### config.mk
export PLATFORM = sky130hd
export DESIGN_NAME = mp_irq_mask_ctrl
export DESIGN_NICKNAME = d
export VERILOG_FILES = /design/src/rtl/imc_pkg.sv /design/src/rtl/imc_ctrl.sv /design/src/rtl/imc_datapath.sv /design/src/rtl/mp_irq_mask_ctrl.sv
export SDC_FILE = /design/constraint.sdc
export NUM_CORES = 1
export LEC_CHECK = 0
export ABC_AREA = 1
export BUFFER_PORTS_ARGS = -buffer_cell sky130_fd_sc_hd__buf_2
export CAP_MARGIN = 15
export CORE_MARGIN = 2
export CORE_UTILIZATION = 50
export DETAILED_ROUTE_END_ITERATION = 8
export GPL_ROUTABILITY_DRIVEN = 0
export GPL_TIMING_DRIVEN = 0
export PLACE_DENSITY = 0.77
export SLEW_MARGIN = 40
export SYNTH_ARGS = -nofsm -noshare
export SYNTH_HDL_FRONTEND = slang
export SYNTH_SLANG_ARGS = --single-unit
export TNS_END_PERCENT = 30
### constraint.sdc
create_clock -name clk -period 5.3 [get_ports clk]
set_input_delay 1.325 -clock clk [delete_from_list [all_inputs] [get_ports clk]]
set_output_delay 1.325 -clock clk [all_outputs]
set_load 0.03 [all_outputs]
### src/rtl/imc_pkg.sv
`timescale 1ns/1ps
package imc_pkg;
  localparam int DATA_W    = 32;
  localparam int ADDR_W    = 5;
  localparam int LVL_W     = 4;
  localparam int CPU_IDX_W = 2;
  localparam int MASTER_BIT = 31;
  localparam int SOFT_LO    = 17;
  localparam int TIMER_BIT  = 14;
  localparam logic [LVL_W-1:0] TIMER_LVL = 4'd14;

  // implemented device source bits
  localparam logic [DATA_W-1:0] SRC_IMPL  = 32'h707F_FF80;
  localparam logic [DATA_W-1:0] MASK_BITS = SRC_IMPL | (32'h1 << MASTER_BIT);
  localparam logic [DATA_W-1:0] SOFT_BITS = 32'hFFFE_0000;

  typedef enum logic [2:0] {
    RD_ZERO,
    RD_CPU_PEND,
    RD_GLB_PEND,
    RD_GLB_MASK,
    RD_TARGET
  } rdSel_e;

  typedef struct packed {
    logic                 softSet;
    logic                 softClr;
    logic                 maskSet;
    logic                 maskClr;
    logic                 tgtWr;
    logic [CPU_IDX_W-1:0] cpu;
    rdSel_e               rdSel;
  } ctrlStb_t;

  // level assigned to each device source bit
  function automatic logic [LVL_W-1:0] srcLevel(input int unsigned b);
    case (b)
      7:  return 4'd2;
      8:  return 4'd3;
      9:  return 4'd5;
      10: return 4'd7;
      11: return 4'd9;
      12: return 4'd11;
      13: return 4'd13;
      14, 15: return 4'd12;
      16: return 4'd6;
      17: return 4'd13;
      18: return 4'd4;
      19: return 4'd10;
      20: return 4'd8;
      21: return 4'd15;
      22: return 4'd11;
      28, 29: return 4'd15;
      30: return 4'd9;
      default: return 4'd0;
    endcase
  endfunction
endpackage

### src/rtl/imc_ctrl.sv
`timescale 1ns/1ps
module imc_ctrl
  import imc_pkg::*;
#(
  parameter int NUM_CPU = 4
) (
  input  logic              busSel,
  input  logic              busWr,
  input  logic [ADDR_W-1:0] busAddr,
  output ctrlStb_t          stb
);
  localparam logic [CPU_IDX_W:0] CPU_LIMIT = (CPU_IDX_W+1)'(NUM_CPU);

  logic isGlobal;
  logic [CPU_IDX_W-1:0] cpuField;
  logic [1:0] cpuWord;
  logic [2:0] glbWord;

  assign isGlobal = busAddr[4];
  assign cpuField = busAddr[3:2];
  assign cpuWord  = busAddr[1:0];
  assign glbWord  = busAddr[2:0];

  always_comb begin
    stb       = '0;
    stb.rdSel = RD_ZERO;
    if (busSel) begin
      if (!isGlobal) begin
        if ({1'b0, cpuField} < CPU_LIMIT) begin
          stb.cpu = cpuField;
          case (cpuWord)
            2'd0:    stb.rdSel   = RD_CPU_PEND;
            2'd1:    stb.softClr = busWr;
            2'd2:    stb.softSet = busWr;
            default: ;
          endcase
        end
      end else if (!busAddr[3]) begin
        case (glbWord)
          3'd0: stb.rdSel   = RD_GLB_PEND;
          3'd1: stb.rdSel   = RD_GLB_MASK;
          3'd2: stb.maskClr = busWr;
          3'd3: stb.maskSet = busWr;
          3'd4: begin
            stb.rdSel = RD_TARGET;
            stb.tgtWr = busWr;
          end
          default: ;
        endcase
      end
    end
  end
endmodule

### src/rtl/imc_datapath.sv
`timescale 1ns/1ps
module imc_datapath
  import imc_pkg::*;
#(
  parameter int NUM_CPU = 4
) (
  input  logic                           clk,
  input  logic                           rstN,
  input  ctrlStb_t                       stb,
  input  logic [DATA_W-1:0]              wdata,
  input  logic [DATA_W-1:0]              devReq,
  input  logic [NUM_CPU-1:0]             cpuTimerReq,
  output logic [DATA_W-1:0]              rdata,
  output logic [NUM_CPU*LVL_W-1:0]       cpuLevel
);
  localparam logic [DATA_W-1:0] TGT_LIMIT = DATA_W'(NUM_CPU);

  logic [DATA_W-1:0]                 maskQ;
  logic [CPU_IDX_W-1:0]              tgtQ;
  logic [NUM_CPU-1:0][DATA_W-1:0]    softQ;
  logic [DATA_W-1:0]                 devPend;
  logic [DATA_W-1:0]                 devActive;
  logic [LVL_W-1:0]                  glbLvl;
  logic [DATA_W-1:0]                 cpuPend;

  // shared mask and target
  always_ff @(posedge clk) begin
    if (!rstN) begin
      maskQ <= MASK_BITS;
      tgtQ  <= '0;
    end else begin
      if (stb.maskSet) maskQ <= maskQ | (wdata & MASK_BITS);
      else if (stb.maskClr) maskQ <= maskQ & ~(wdata & MASK_BITS);
      if (stb.tgtWr && (wdata < TGT_LIMIT)) tgtQ <= wdata[CPU_IDX_W-1:0];
    end
  end

  assign devPend   = devReq & SRC_IMPL;
  assign devActive = maskQ[MASTER_BIT] ? '0 : (devPend & ~maskQ);

  always_comb begin
    glbLvl = '0;
    for (int b = 0; b < DATA_W; b++) begin
      if (devActive[b] && (srcLevel(b) > glbLvl)) glbLvl = srcLevel(b);
    end
  end

  // per-processor soft bits and level
  for (genvar c = 0; c < NUM_CPU; c++) begin : gCpu
    logic hit;
    logic [LVL_W-1:0] softLvl;
    logic [LVL_W-1:0] lvlA;
    logic [LVL_W-1:0] lvlB;

    assign hit = (stb.cpu == CPU_IDX_W'(c));

    always_ff @(posedge clk) begin
      if (!rstN) begin
        softQ[c] <= '0;
      end else if (hit && stb.softSet) begin
        softQ[c] <= softQ[c] | (wdata & SOFT_BITS);
      end else if (hit && stb.softClr) begin
        softQ[c] <= softQ[c] & ~(wdata & SOFT_BITS);
      end
    end

    always_comb begin
      softLvl = '0;
      for (int x = 1; x < 16; x++) begin
        if (softQ[c][16+x]) softLvl = LVL_W'(x);
      end
    end

    assign lvlA = (cpuTimerReq[c] && (TIMER_LVL > softLvl)) ? TIMER_LVL : softLvl;
    assign lvlB = ((tgtQ == CPU_IDX_W'(c)) && (glbLvl > lvlA)) ? glbLvl : lvlA;
    assign cpuLevel[c*LVL_W +: LVL_W] = lvlB;
  end

  always_comb begin
    cpuPend = '0;
    for (int c = 0; c < NUM_CPU; c++) begin
      if (stb.cpu == CPU_IDX_W'(c)) begin
        cpuPend = (softQ[c] & SOFT_BITS) | (DATA_W'(cpuTimerReq[c]) << TIMER_BIT);
      end
    end
  end

  always_comb begin
    case (stb.rdSel)
      RD_CPU_PEND: rdata = cpuPend;
      RD_GLB_PEND: rdata = devPend;
      RD_GLB_MASK: rdata = maskQ;
      RD_TARGET:   rdata = DATA_W'(tgtQ);
      default:     rdata = '0;
    endcase
  end
endmodule

### src/rtl/mp_irq_mask_ctrl.sv
`timescale 1ns/1ps
module mp_irq_mask_ctrl
  import imc_pkg::*;
#(
  parameter int NUM_CPU = 4
) (
  input  logic                     clk,
  input  logic                     rstN,
  input  logic                     busSel,
  input  logic                     busWr,
  input  logic [ADDR_W-1:0]        busAddr,
  input  logic [DATA_W-1:0]        busWdata,
  output logic [DATA_W-1:0]        busRdata,
  input  logic [DATA_W-1:0]        devReq,
  input  logic [NUM_CPU-1:0]       cpuTimerReq,
  output logic [NUM_CPU*LVL_W-1:0] cpuLevel
);
  ctrlStb_t stb;

  imc_ctrl #(.NUM_CPU(NUM_CPU)) uCtrl (
    .busSel (busSel),
    .busWr  (busWr),
    .busAddr(busAddr),
    .stb    (stb)
  );

  imc_datapath #(.NUM_CPU(NUM_CPU)) uDp (
    .clk        (clk),
    .rstN       (rstN),
    .stb        (stb),
    .wdata      (busWdata),
    .devReq     (devReq),
    .cpuTimerReq(cpuTimerReq),
    .rdata      (busRdata),
    .cpuLevel   (cpuLevel)
  );
endmodule

-- After elaboration in Yosys (flattened, before gate mapping)
Index checks and enable logic that the tools add are counted.
- add/sub/neg operators: 0
- multipliers: 0
- divide/modulo/power cells: 0
- magnitude comparators: 33
- equal/unequal tests: 16
- shift operators: 0
- muxes and demuxes: 123
- bitwise logic cells: 18
- reduce and logical (&&, ||, !) cells: 50
- operators with widths (kind ; number):
    $mux W32 ; 15
    $mux W4 ; 64
    $and A32 B32 Y32 ; 5
    $or A32 B32 Y32 ; 5
    $or A32 B15 Y32 ; 4
    $pmux W32 S4 ; 1
    $not A32 Y32 ; 3
    $gt A4 B4 Y1 const A ; 17
    $mux W3 ; 20
    $logic_and A1 B1 Y1 ; 41
    $and A31 B32 Y32 ; 1
    $lt A32 B3 Y1 const B ; 1
    $gt A1 B4 Y1 const A ; 6
    $mux W2 ; 11
    $gt A3 B4 Y1 const A ; 4
    $gt A4 B4 Y1 ; 4
    $eq A3 B2 Y1 const B ; 4
    $eq A2 B2 Y1 const B ; 5
    $mux W1 ; 10
    $mux W10 ; 1
    $reduce_bool A2 Y1 ; 5
    $pmux W3 S3 ; 1
    $eq A2 B1 Y1 const B ; 3
    $eq A3 B1 Y1 const B ; 2
    4 further kinds ; 7
- bits in registers: 162
- bits in latches: 0
- RAM bits: 0
- memory bits (read-only): 0
- bits of input ports: 77
- output and inout port bits: 48
- word-level logic and storage cells: 246
- memories kept: 0

-- Depth between registers and ports, before layout
Gate-level depths: netlist of the first run.
- depth after elaboration: 79
- depth in mapped cells: 33
- gate-level depth less buffers: 32

-- Hierarchy
Synthesis of the first run repeated with hierarchy kept, for this count alone.
- cell total of the unflattened synthesis: 923
- area, all modules: 5796.8 um^2
- by module, submodules not included (module ; instances ; cells an instance ; area each (um^2) ; seq. area each (um^2)):
    imc_datapath ; 1 ; 892 ; 5656.7 ; 1641.6
    imc_ctrl ; 1 ; 31 ; 140.1 ; 0.0

-- Least setup slack after synthesis of the first run
Ideal clock, no wire load.
- kind: input -> output
- start: input devReq[15]
- end: output cpuLevel[11]
- arrival time: 4.844 ns
- data required time: 3.975 ns
- slack: -0.869 ns
- stages on the path: 27
- path through: nand3_1 -> inv_1 -> nor2_8 -> nand3_1 -> nor2_2 -> a21oi_1 -> nand2_1 -> nand2_1 -> nand2_2 -> nand2_1 -> nor2_1 -> nor2_1 -> nand2_1 -> nand2_1 -> nand2_2 -> nand3_1 -> o21bai_2 -> nand2_2 -> and2_1 -> ha_1 -> nand2_1 -> inv_1 -> nand3_1 -> inv_1 -> nor4_1 -> inv_1 -> o21ai_0
- word-level cells in the longest chain between the ends: 55
- RTL lines (element ; RTL line ; RTL):
    start: declaration ; mp_irq_mask_ctrl.sv:14 ; input logic [DATA_W-1:0] devReq,
    $and A31 B32 Y32 (*) ; imc_datapath.sv:39 ; assign devActive = maskQ[MASTER_BIT] ? '0 : (devPend & ~maskQ);
    $mux W32 (*) ; imc_datapath.sv:39 ;
    $logic_and A1 B1 Y1 (*) ; imc_datapath.sv:44 ; if (devActive[b] && (srcLevel(b) > glbLvl)) glbLvl = srcLevel(b);
    $mux W4 (*) ; imc_datapath.sv:44 ;
    $gt A3 B4 Y1 ; imc_datapath.sv:44 ;
    $logic_and A1 B1 Y1 ; imc_datapath.sv:44 ;
    $mux W4 (*) ; imc_datapath.sv:44 ;
    $gt A4 B4 Y1 ; imc_datapath.sv:44 ;
    [39 not listed] ; - ;
    $logic_and A1 B1 Y1 ; imc_datapath.sv:44 ;
    $mux W4 (*) ; imc_datapath.sv:44 ;
    $gt A1 B4 Y1 ; imc_datapath.sv:44 ;
    $logic_and A1 B1 Y1 ; imc_datapath.sv:44 ;
    $mux W4 (*) ; imc_datapath.sv:44 ;
    $gt A4 B4 Y1 ; imc_datapath.sv:75 ; assign lvlB = ((tgtQ == CPU_IDX_W'(c)) && (glbLvl > lvlA)) ? glbLvl : lvlA;
    $logic_and A1 B1 Y1 ; imc_datapath.sv:75 ;
    $mux W4 (*) ; imc_datapath.sv:75 ;
    end: declaration ; mp_irq_mask_ctrl.sv:16 ; output logic [NUM_CPU*LVL_W-1:0] cpuLevel
Every way passes the cells marked *; elsewhere a longest branch is shown, timed or not.

-- Worst setup path after layout of the first run
- start: input devReq[12]
- end: output cpuLevel[9]
- word-level cells in the longest chain between the ends: 64
- RTL lines (element ; RTL line):
    $and A31 B32 Y32 (*) ; imc_datapath.sv:39
    $mux W32 (*) ; imc_datapath.sv:39
    $logic_and A1 B1 Y1 (*) ; imc_datapath.sv:44
    $mux W4 (*) ; imc_datapath.sv:44
    $gt A4 B4 Y1 ; imc_datapath.sv:44
    $logic_and A1 B1 Y1 ; imc_datapath.sv:44
    $mux W4 (*) ; imc_datapath.sv:44
    $gt A4 B4 Y1 ; imc_datapath.sv:44
    [48 not listed] ; -
    $logic_and A1 B1 Y1 ; imc_datapath.sv:44
    $mux W4 (*) ; imc_datapath.sv:44
    $gt A1 B4 Y1 ; imc_datapath.sv:44
    $logic_and A1 B1 Y1 ; imc_datapath.sv:44
    $mux W4 (*) ; imc_datapath.sv:44
    $gt A4 B4 Y1 ; imc_datapath.sv:75
    $logic_and A1 B1 Y1 ; imc_datapath.sv:75
    $mux W4 (*) ; imc_datapath.sv:75
Marked as above.

==> results of run 1 <==
[timing repair]
item                                   in CTS  in global routing
setup endpoints to repair                  16                 24
setup buffers                              17                  2
hold buffers                                0                  0
endpoints found under the hold margin       0                  0
gates resized for setup                    53                 33
pin swaps                                  30                 16
[logic make-up after synthesis]
logic type / synth area share
adders and majority gates: 0.03491
buffers and inverters: 0.1204
and+or+nand+nor: 0.2937
other: 0.0006540
DFF: 0.2863
AOI/OAI and AO/OA: 0.2640
[stage by stage]
step	TNS, ps	area (sq um)	cells	hold WS, ps	total power (W)
CTS	-5414	7191	1223	473.5	0.001508
finish	-8827	7297	1225	477.1	0.001517
detailed placement	-9449	6559	1190	466.8	0.0008447
global placement	-8417	6559	1190	461.4	0.0008436
global route	-12790	7297	1225	510.1	0.001556
floorplan	-925.6	5854	942	449.6	0.0007573
[worst paths after layout]
check / cells after the start / from / endpoint
min: 2 / register / register
min reg2reg: 2 / register / register
max: 29 / devReq[12] / cpuLevel[9]
max reg2reg: 2 / uDp.tgtQ[0] / uDp.tgtQ[0]
[routing by layer]
layer / wire, um / up-vias / track usage / part of all wire
li1: - / 3396 / - / -
met1: 8513 / 3165 / 0.4327 / 0.41
met2: 9337 / 401 / 0.5194 / 0.45
met3: 2080 / 59 / 0.06288 / 0.10
met4: 706 / 0 / 0.1119 / 0.034
met5: 0 / - / 0 / 0
[power by group]
| part | switching [W] | internal, W |
|---|---|---|
| Combinational | 0.000157 | 0.0000745 |
| Sequential | 0.00000343 | 0.000620 |
| Clock | 0.000278 | 0.000384 |
[layout make-up]
cell class	count	area, sq um	share of cell area
well taps	143	178.9	0.02452
clock inverters	6	73.82	0.01012
flip-flops and latches	82	1642	0.2250
clock buffers	10	239.0	0.03275
inverters	136	513.0	0.07030
multi-input cells	685	3691	0.5058
plain buffers	39	180.2	0.02469
repair buffers	124	779.5	0.1068
[tightest hold or removal path: stages (launching register included)]
cell	delay, ps
sky130_fd_sc_hd__dfxtp_1	310
sky130_fd_sc_hd__o21ai_0	70
sky130_fd_sc_hd__a21oi_1	60
[cells in the final DEF (no fill, tap or decap), types with 12 or more instances in the layout]
| cell type | count |
|---|---|
| sky130_fd_sc_hd__nor3_1 | 14 |
| sky130_fd_sc_hd__ha_1 | 14 |
| sky130_fd_sc_hd__buf_2 | 86 |
| sky130_fd_sc_hd__dfxtp_1 | 82 |
| sky130_fd_sc_hd__clkbuf_1 | 32 |
| sky130_fd_sc_hd__inv_1 | 123 |
| sky130_fd_sc_hd__o21ai_0 | 145 |
| sky130_fd_sc_hd__nand2_1 | 186 |
| sky130_fd_sc_hd__buf_4 | 28 |
| sky130_fd_sc_hd__inv_2 | 12 |
| sky130_fd_sc_hd__nand3_1 | 40 |
| sky130_fd_sc_hd__buf_6 | 15 |
| sky130_fd_sc_hd__nand2_2 | 20 |
| sky130_fd_sc_hd__nor2_1 | 67 |
| sky130_fd_sc_hd__a21oi_1 | 89 |
==> results list, run 1 <==
* Status: finished with violations
- The checks that failed: setup timing.
- Endpoint kind of the worst setup timing path: primary output
- Proportion of synthesized chip area in sequential cells: 0.2863
- At the pin with the least slew margin, the transition time is 792.7 ps.
- Broken down by cell family, the worst path's largest delay share belongs to simple AND/OR/NAND/NOR gates.
- Across all register-to-register paths, the minimum setup slack is 4490 ps.
- Kind of path behind the tightest hold check: register to register
- Worst Setup Start Kind: input port
- Number of placed I/O pins: 125
- Peak VDD IR: 136.2 uV
- Yosys printed 0 warnings.
* Average vias per placed instance: 5.731
- Across the run, the number of max-cap violations was 0.
- The critical path contains buffers and inverters numbering 6 combined.
* Netlist area before placement: 0.005734 sq mm
- Number of antenna violations at the first check in global routing: 0
- At the worst endpoint, the arrival time is 4620 ps.
- Row count: 39
- The share of synthesized area in the top cell type comes to 0.2863.
- After technology mapping, the gate count stands at 938.
* Critical Path Max Stage Delay: 340 ps
- Detailed placement finished with a half-perimeter wire length of 15140 um.
- Overall routing resource usage: 0.3222
* Finished Core Util: 0.6446
* Max-slew violation count: 0
- Final critical delay including setup and external delays: 5944 ps
* Number of failing hold endpoints at the final stage: 0
* Area enclosed by the die boundary: 0.01234 sq mm
- Summed over all layers, the global routing overflow is 0.
- Skew final: 0 ps
* Number of buffers between clock root and the deepest sink: 2
- The synthesized design contains 82 register bits.
- Via count: 7021
- The worst setup path is of the input port to primary output kind.
- The floorplan step set the die width to 111.1 um.
- In this run the remaining antenna-violating nets after routing total 0.
- Vert. Die Dim: 111.1 um
- In this run the worst path has a maximum fanout of 8.
- Wire length per cell: 16.85 um
- Derived from the worst setup path, the maximum achievable clock frequency is 168.2 MHz.
- Post-route DRC violation count: 0
* Unrepaired setup endpoints after global routing: yes
- Final layout net count: 1170
- Prevailing post-synth register cell: sky130_fd_sc_hd__dfxtp_1
- Most used standard cells in the synthesized netlist: sky130_fd_sc_hd__nand2_1 (207), sky130_fd_sc_hd__o21ai_0 (155), sky130_fd_sc_hd__inv_1 (133), sky130_fd_sc_hd__a21oi_1 (90), sky130_fd_sc_hd__dfxtp_1 (82)
- Crit share post-route: 1.121
- Leakage: 3.354 nW
* Starting Density: 0.5065
- Before antenna repair, the detailed router went through 6 iterations.
- Count of unique library cells instantiated by Yosys: 41
- Clock root buffer: sky130_fd_sc_hd__clkbuf_16
- Global-route wire length before repair: 32080 um
- Clock latency at the later pin of the worst-skew pair: 350 ps
- Entering global routing, the biggest net connects 16 pins.
- Wires add up to 20640 um.
- Headroom to the max-slew limit came out at 0.4667.
- In the synthesized netlist the async set-or-reset flop fraction comes to 0.
* Register clock-pin slew on the reported worst setup and hold paths: 70 ps
- In this run the tool buffered the top-level ports with 105 buffer cells.
- In the final layout, the share of cells above drive strength 1 is 0.2107.
* Number of DRC violations after detailed-routing iteration 0: 890
- CTS Sinks: 82
- Critical-path cell with the highest stage delay: sky130_fd_sc_hd__ha_1
- CTS tree: done
- Leading post-synthesis cells by cell area: sky130_fd_sc_hd__dfxtp_1 (29%), sky130_fd_sc_hd__nand2_1 (14%), sky130_fd_sc_hd__o21ai_0 (14%), sky130_fd_sc_hd__inv_1 (8.7%), sky130_fd_sc_hd__a21oi_1 (7.9%)
- Counting the fill cells in the layout gives 1047.
- The H-tree was split into 3 levels.
* Final count of negative-setup-slack endpoints: 16
* Ratio of total power to cell area: 207.9 mW/mm^2
- Buffers inserted during clock tree synthesis total 9.
- The number of antenna diodes in the final layout is 0.
* Post-synthesis to final-layout area growth: 27.25%
* Vias in the first global route: 6300
* Top-count cell post-synth: sky130_fd_sc_hd__nand2_1
- Critical path data required time: 3970 ps
- Before CTS, the worst setup slack after placement is -730.7 ps.
- After layout, the worst setup slack is -643.7 ps.
* EDFF count, synth: 0
- The biggest area contributor in the post-synthesis netlist is sky130_fd_sc_hd__dfxtp_1.
- Post-synthesis average cell area: 6.113 sq um
- The core region is 0.01132 sq mm.
Note: power is estimated with default switching activity, not from simulation.
==> run 2, diff against run 1 <==
Settings changed: PLACE_DENSITY 0.77 to unset, PLACE_DENSITY_LB_ADDON set to 0.3.
==> run 2 against run 1 <==
Against the previous run: the flow still finishes with violations (setup timing); register-to-register slack got worse by 30 ps; sequential share of layout area increased by 0.11 points; count of clock-buffer cells in the layout rose by 2; critical path type unchanged; largest power group is now sequential cells.
==> results list, run 2 (same netlist as run 1, synthesis figures left out) <==
- The flow ran to the end, but the final reports show violations.
* Failing checks: setup timing
* Starting Density: 0.5065 (unchanged)
- The clock net sink count is 82 (unchanged).
- Kind of path behind the tightest hold check: register to register
* Number of antenna violations at the first check in global routing: 0 (unchanged)
* Core area: 0.01132 sq mm (unchanged)
* Number of DRC violations after detailed-routing iteration 0: 902 (+1.3%)
* Count of antenna diodes in the layout: 0 (unchanged)
* Router iterations before antenna repair: 6 (unchanged)
* Critical-path cell with the highest stage delay: sky130_fd_sc_hd__ha_4
- The core occupancy in the finished layout was 0.6415 (-0.003094).
- The area growth from synthesis to layout is 26.64%.
* Final layout net count: 1171 (+0.085%)
* Category of the most critical setup path: input port to primary output
- The final-report max-slew violation count was 0 (unchanged).
- The routed wire length was 20500 um (-0.66%).
* Register clock-pin slew on the reported worst setup and hold paths: 60 ps (about the same)
- The half-perimeter wire length of the detailed placement result came to 15230 um (+0.58%).
- The number of hold buffers added after CTS was 0 (unchanged).
- Wire length per cell: 16.72 um (-0.74%)
- Overall routing resource usage: 0.3269 (+0.004691)
- The library cells used most frequently in the layout, excluding fill and tap cells, are sky130_fd_sc_hd__nand2_1 (190), sky130_fd_sc_hd__o21ai_0 (144), sky130_fd_sc_hd__inv_1 (123), sky130_fd_sc_hd__a21oi_1 (89), sky130_fd_sc_hd__buf_2 (85).
* Pin count of the biggest net entering global routing: 14 (-2)
- Final critical delay including setup and external delays: 5827 ps (-116.3 ps)
- Global-route wire length before repair: 32370 um (+0.90%)
- The remaining global-route overflow was 0 (unchanged).
- Headroom to the max-slew limit: 0.4878 (+0.02109)
* Count of fill cells added during filler insertion: 1069 (+2.1%)
- Clock root buffer: sky130_fd_sc_hd__clkbuf_16
- Ratio of total power to cell area: 196.8 mW/mm^2 (-5.3%)
* Cell depth of the worst min-delay path: 2 (unchanged)
- Row count: 39 (unchanged)
- The most critical setup path has its startpoint at devReq[13].
* Peak VDD IR: 200.2 uV (+47%)
- Seq. cell area: 0.001642 sq mm (unchanged)
- The total clock buffers created by CTS was 9 (unchanged).
- Leakage: 3.312 nW (-1.3%)
* Number of max-capacitance violations reported: 0 (unchanged)
- Slew of the pin with the lowest slew margin: 761.9 ps (-30.83 ps)
- The area of combinational cells with multiple inputs came to 0.003687 sq mm (-0.10%).
* Via count: 6967 (-0.77%)
- WP buf/inv: 4 (-2)
* Number of buffers between clock root and the deepest sink: 2 (unchanged)
- The via count of the first global-routing pass is 6429 (+2.0%).
- The register-to-register setup slack was 4460 ps (-30 ps).
- Area enclosed by the die boundary: 0.01234 sq mm (unchanged)
- The worst setup path is captured at a primary output.
* Crit share post-route: 1.100 (-0.02194)
* Die boundary width: 111.1 um (unchanged)
* Overall Power: 0.001429 W (-5.8%)
- Unrepaired setup endpoints after global routing: yes
* Most frequent standard cell in the layout excluding fill and tap cells: sky130_fd_sc_hd__nand2_1
- Critical Path Max Stage Delay: 270 ps (-70 ps)
* Final count of negative-setup-slack endpoints: 16 (unchanged)
* Post-route DRC violation count: 0 (unchanged)
- Worst Slack Setup Final: -527.5 ps (+116.3 ps)
- The data arrival time at the worst-slack endpoint came to 4500 ps (-120 ps).
- The worst setup path is launched from an input port.
- Fraction of final layout cells sized beyond drive strength 1: 0.2059 (-0.004811)
- Average vias per placed instance: 5.683 (-0.85%)
* CTS tree: done
- The count of endpoints failing hold in the final timing report is 0 (unchanged).
- The data required time of the critical path was 3970 ps (about the same).
* Skew final: 0 ps (unchanged)
- Cell repeated most along the worst path: sky130_fd_sc_hd__nand2_1
- Final ANT Viol Nets: 0 (unchanged)
- The worst-path maximum fanout was 6 (-2).
* Max Freq: 171.6 MHz (+2.0%)
- R2R depth: 3 (+1)
* Vert. Die Dim: 111.1 um (unchanged)
* Number of placed I/O pins: 125 (unchanged)
- The number of H-tree levels is 3 (unchanged).
* Crit path max-delay family: simple AND/OR/NAND/NOR gates
* Number of buffers inserted by port buffering: 105 (unchanged)
- Clock latency at the later pin of the worst-skew pair: 350 ps (about the same)
==> run 2: cell count changes in the layout (fill, tap and decap cells not counted), sizes merged <==
| cell | previous run | this run |
|---|---|---|
| clkinv | 1 | 2 |
| buf | 131 | 132 |
| clkbuf | 42 | 44 |
| inv | 138 | 136 |
| bufinv | 1 | 0 |
==> run 2: per-stage QoR <==
step / hold slack, ps / area [sq um] / cells / setup WS, ps / TNS (ps)
floorplan: 449.6 / 5854 / 942 / -104.1 / -925.6
global placement: 460.2 / 6559 / 1190 / -701.1 / -8894
detailed placement: 466.4 / 6559 / 1190 / -689.3 / -9501
CTS: 474.0 / 7158 / 1223 / -408.1 / -4815
global route: 498.1 / 7262 / 1226 / -768.6 / -11220
finish: 477.7 / 7262 / 1226 / -527.5 / -7378
==> run 2: final cells by class <==
class                   count  area share
clock buffers              12     0.03256
multi-input cells         685      0.5078
inverters                 136     0.07099
clock inverters             4    0.003963
plain buffers              39     0.02481
well taps                 143     0.02464
repair buffers            125      0.1092
flip-flops and latches     82      0.2261
==> run 2: power breakdown <==
| part | internal, W | switching, W |
|---|---|---|
| Sequential | 0.000620 | 0.00000350 |
| Clock | 0.000318 | 0.000255 |
| Combinational | 0.0000754 | 0.000158 |
==> run 2: per-layer routing <==
| layer | global-route usage | up-vias | share of wire |
|---|---|---|---|
| met5 | 0 | - | 0 |
| met4 | 0.1325 | 0 | 0.029 |
| met3 | 0.07873 | 50 | 0.096 |
| met2 | 0.5190 | 342 | 0.45 |
| met1 | 0.4285 | 3184 | 0.42 |
| li1 | - | 3391 | - |
==> run 2: how the worst max path moves through the flow <==
stage | endpoint | slack (ps) | cells after the start
2_1_floorplan | cpuLevel[5] | -100 | 26
3_3_place_gp | cpuLevel[11] | -700 | 25
3_5_place_dp | cpuLevel[11] | -690 | 25
4_1_cts | cpuLevel[15] | -410 | 30
5_1_grt | cpuLevel[12] | -770 | 31
6_report | cpuLevel[12] | -530 | 30
==> run 2: timing repair <==
item,CTS,global route
pin swaps,25,8
resized for setup,58,21
buffers inserted,17,3
setup endpoints to repair,16,22
==> run 2: worst min-delay path, cell delays in order, from the launching register on <==
cell	delay, ps
sky130_fd_sc_hd__dfxtp_1	300
sky130_fd_sc_hd__o21ai_0	70
sky130_fd_sc_hd__a21oi_1	60
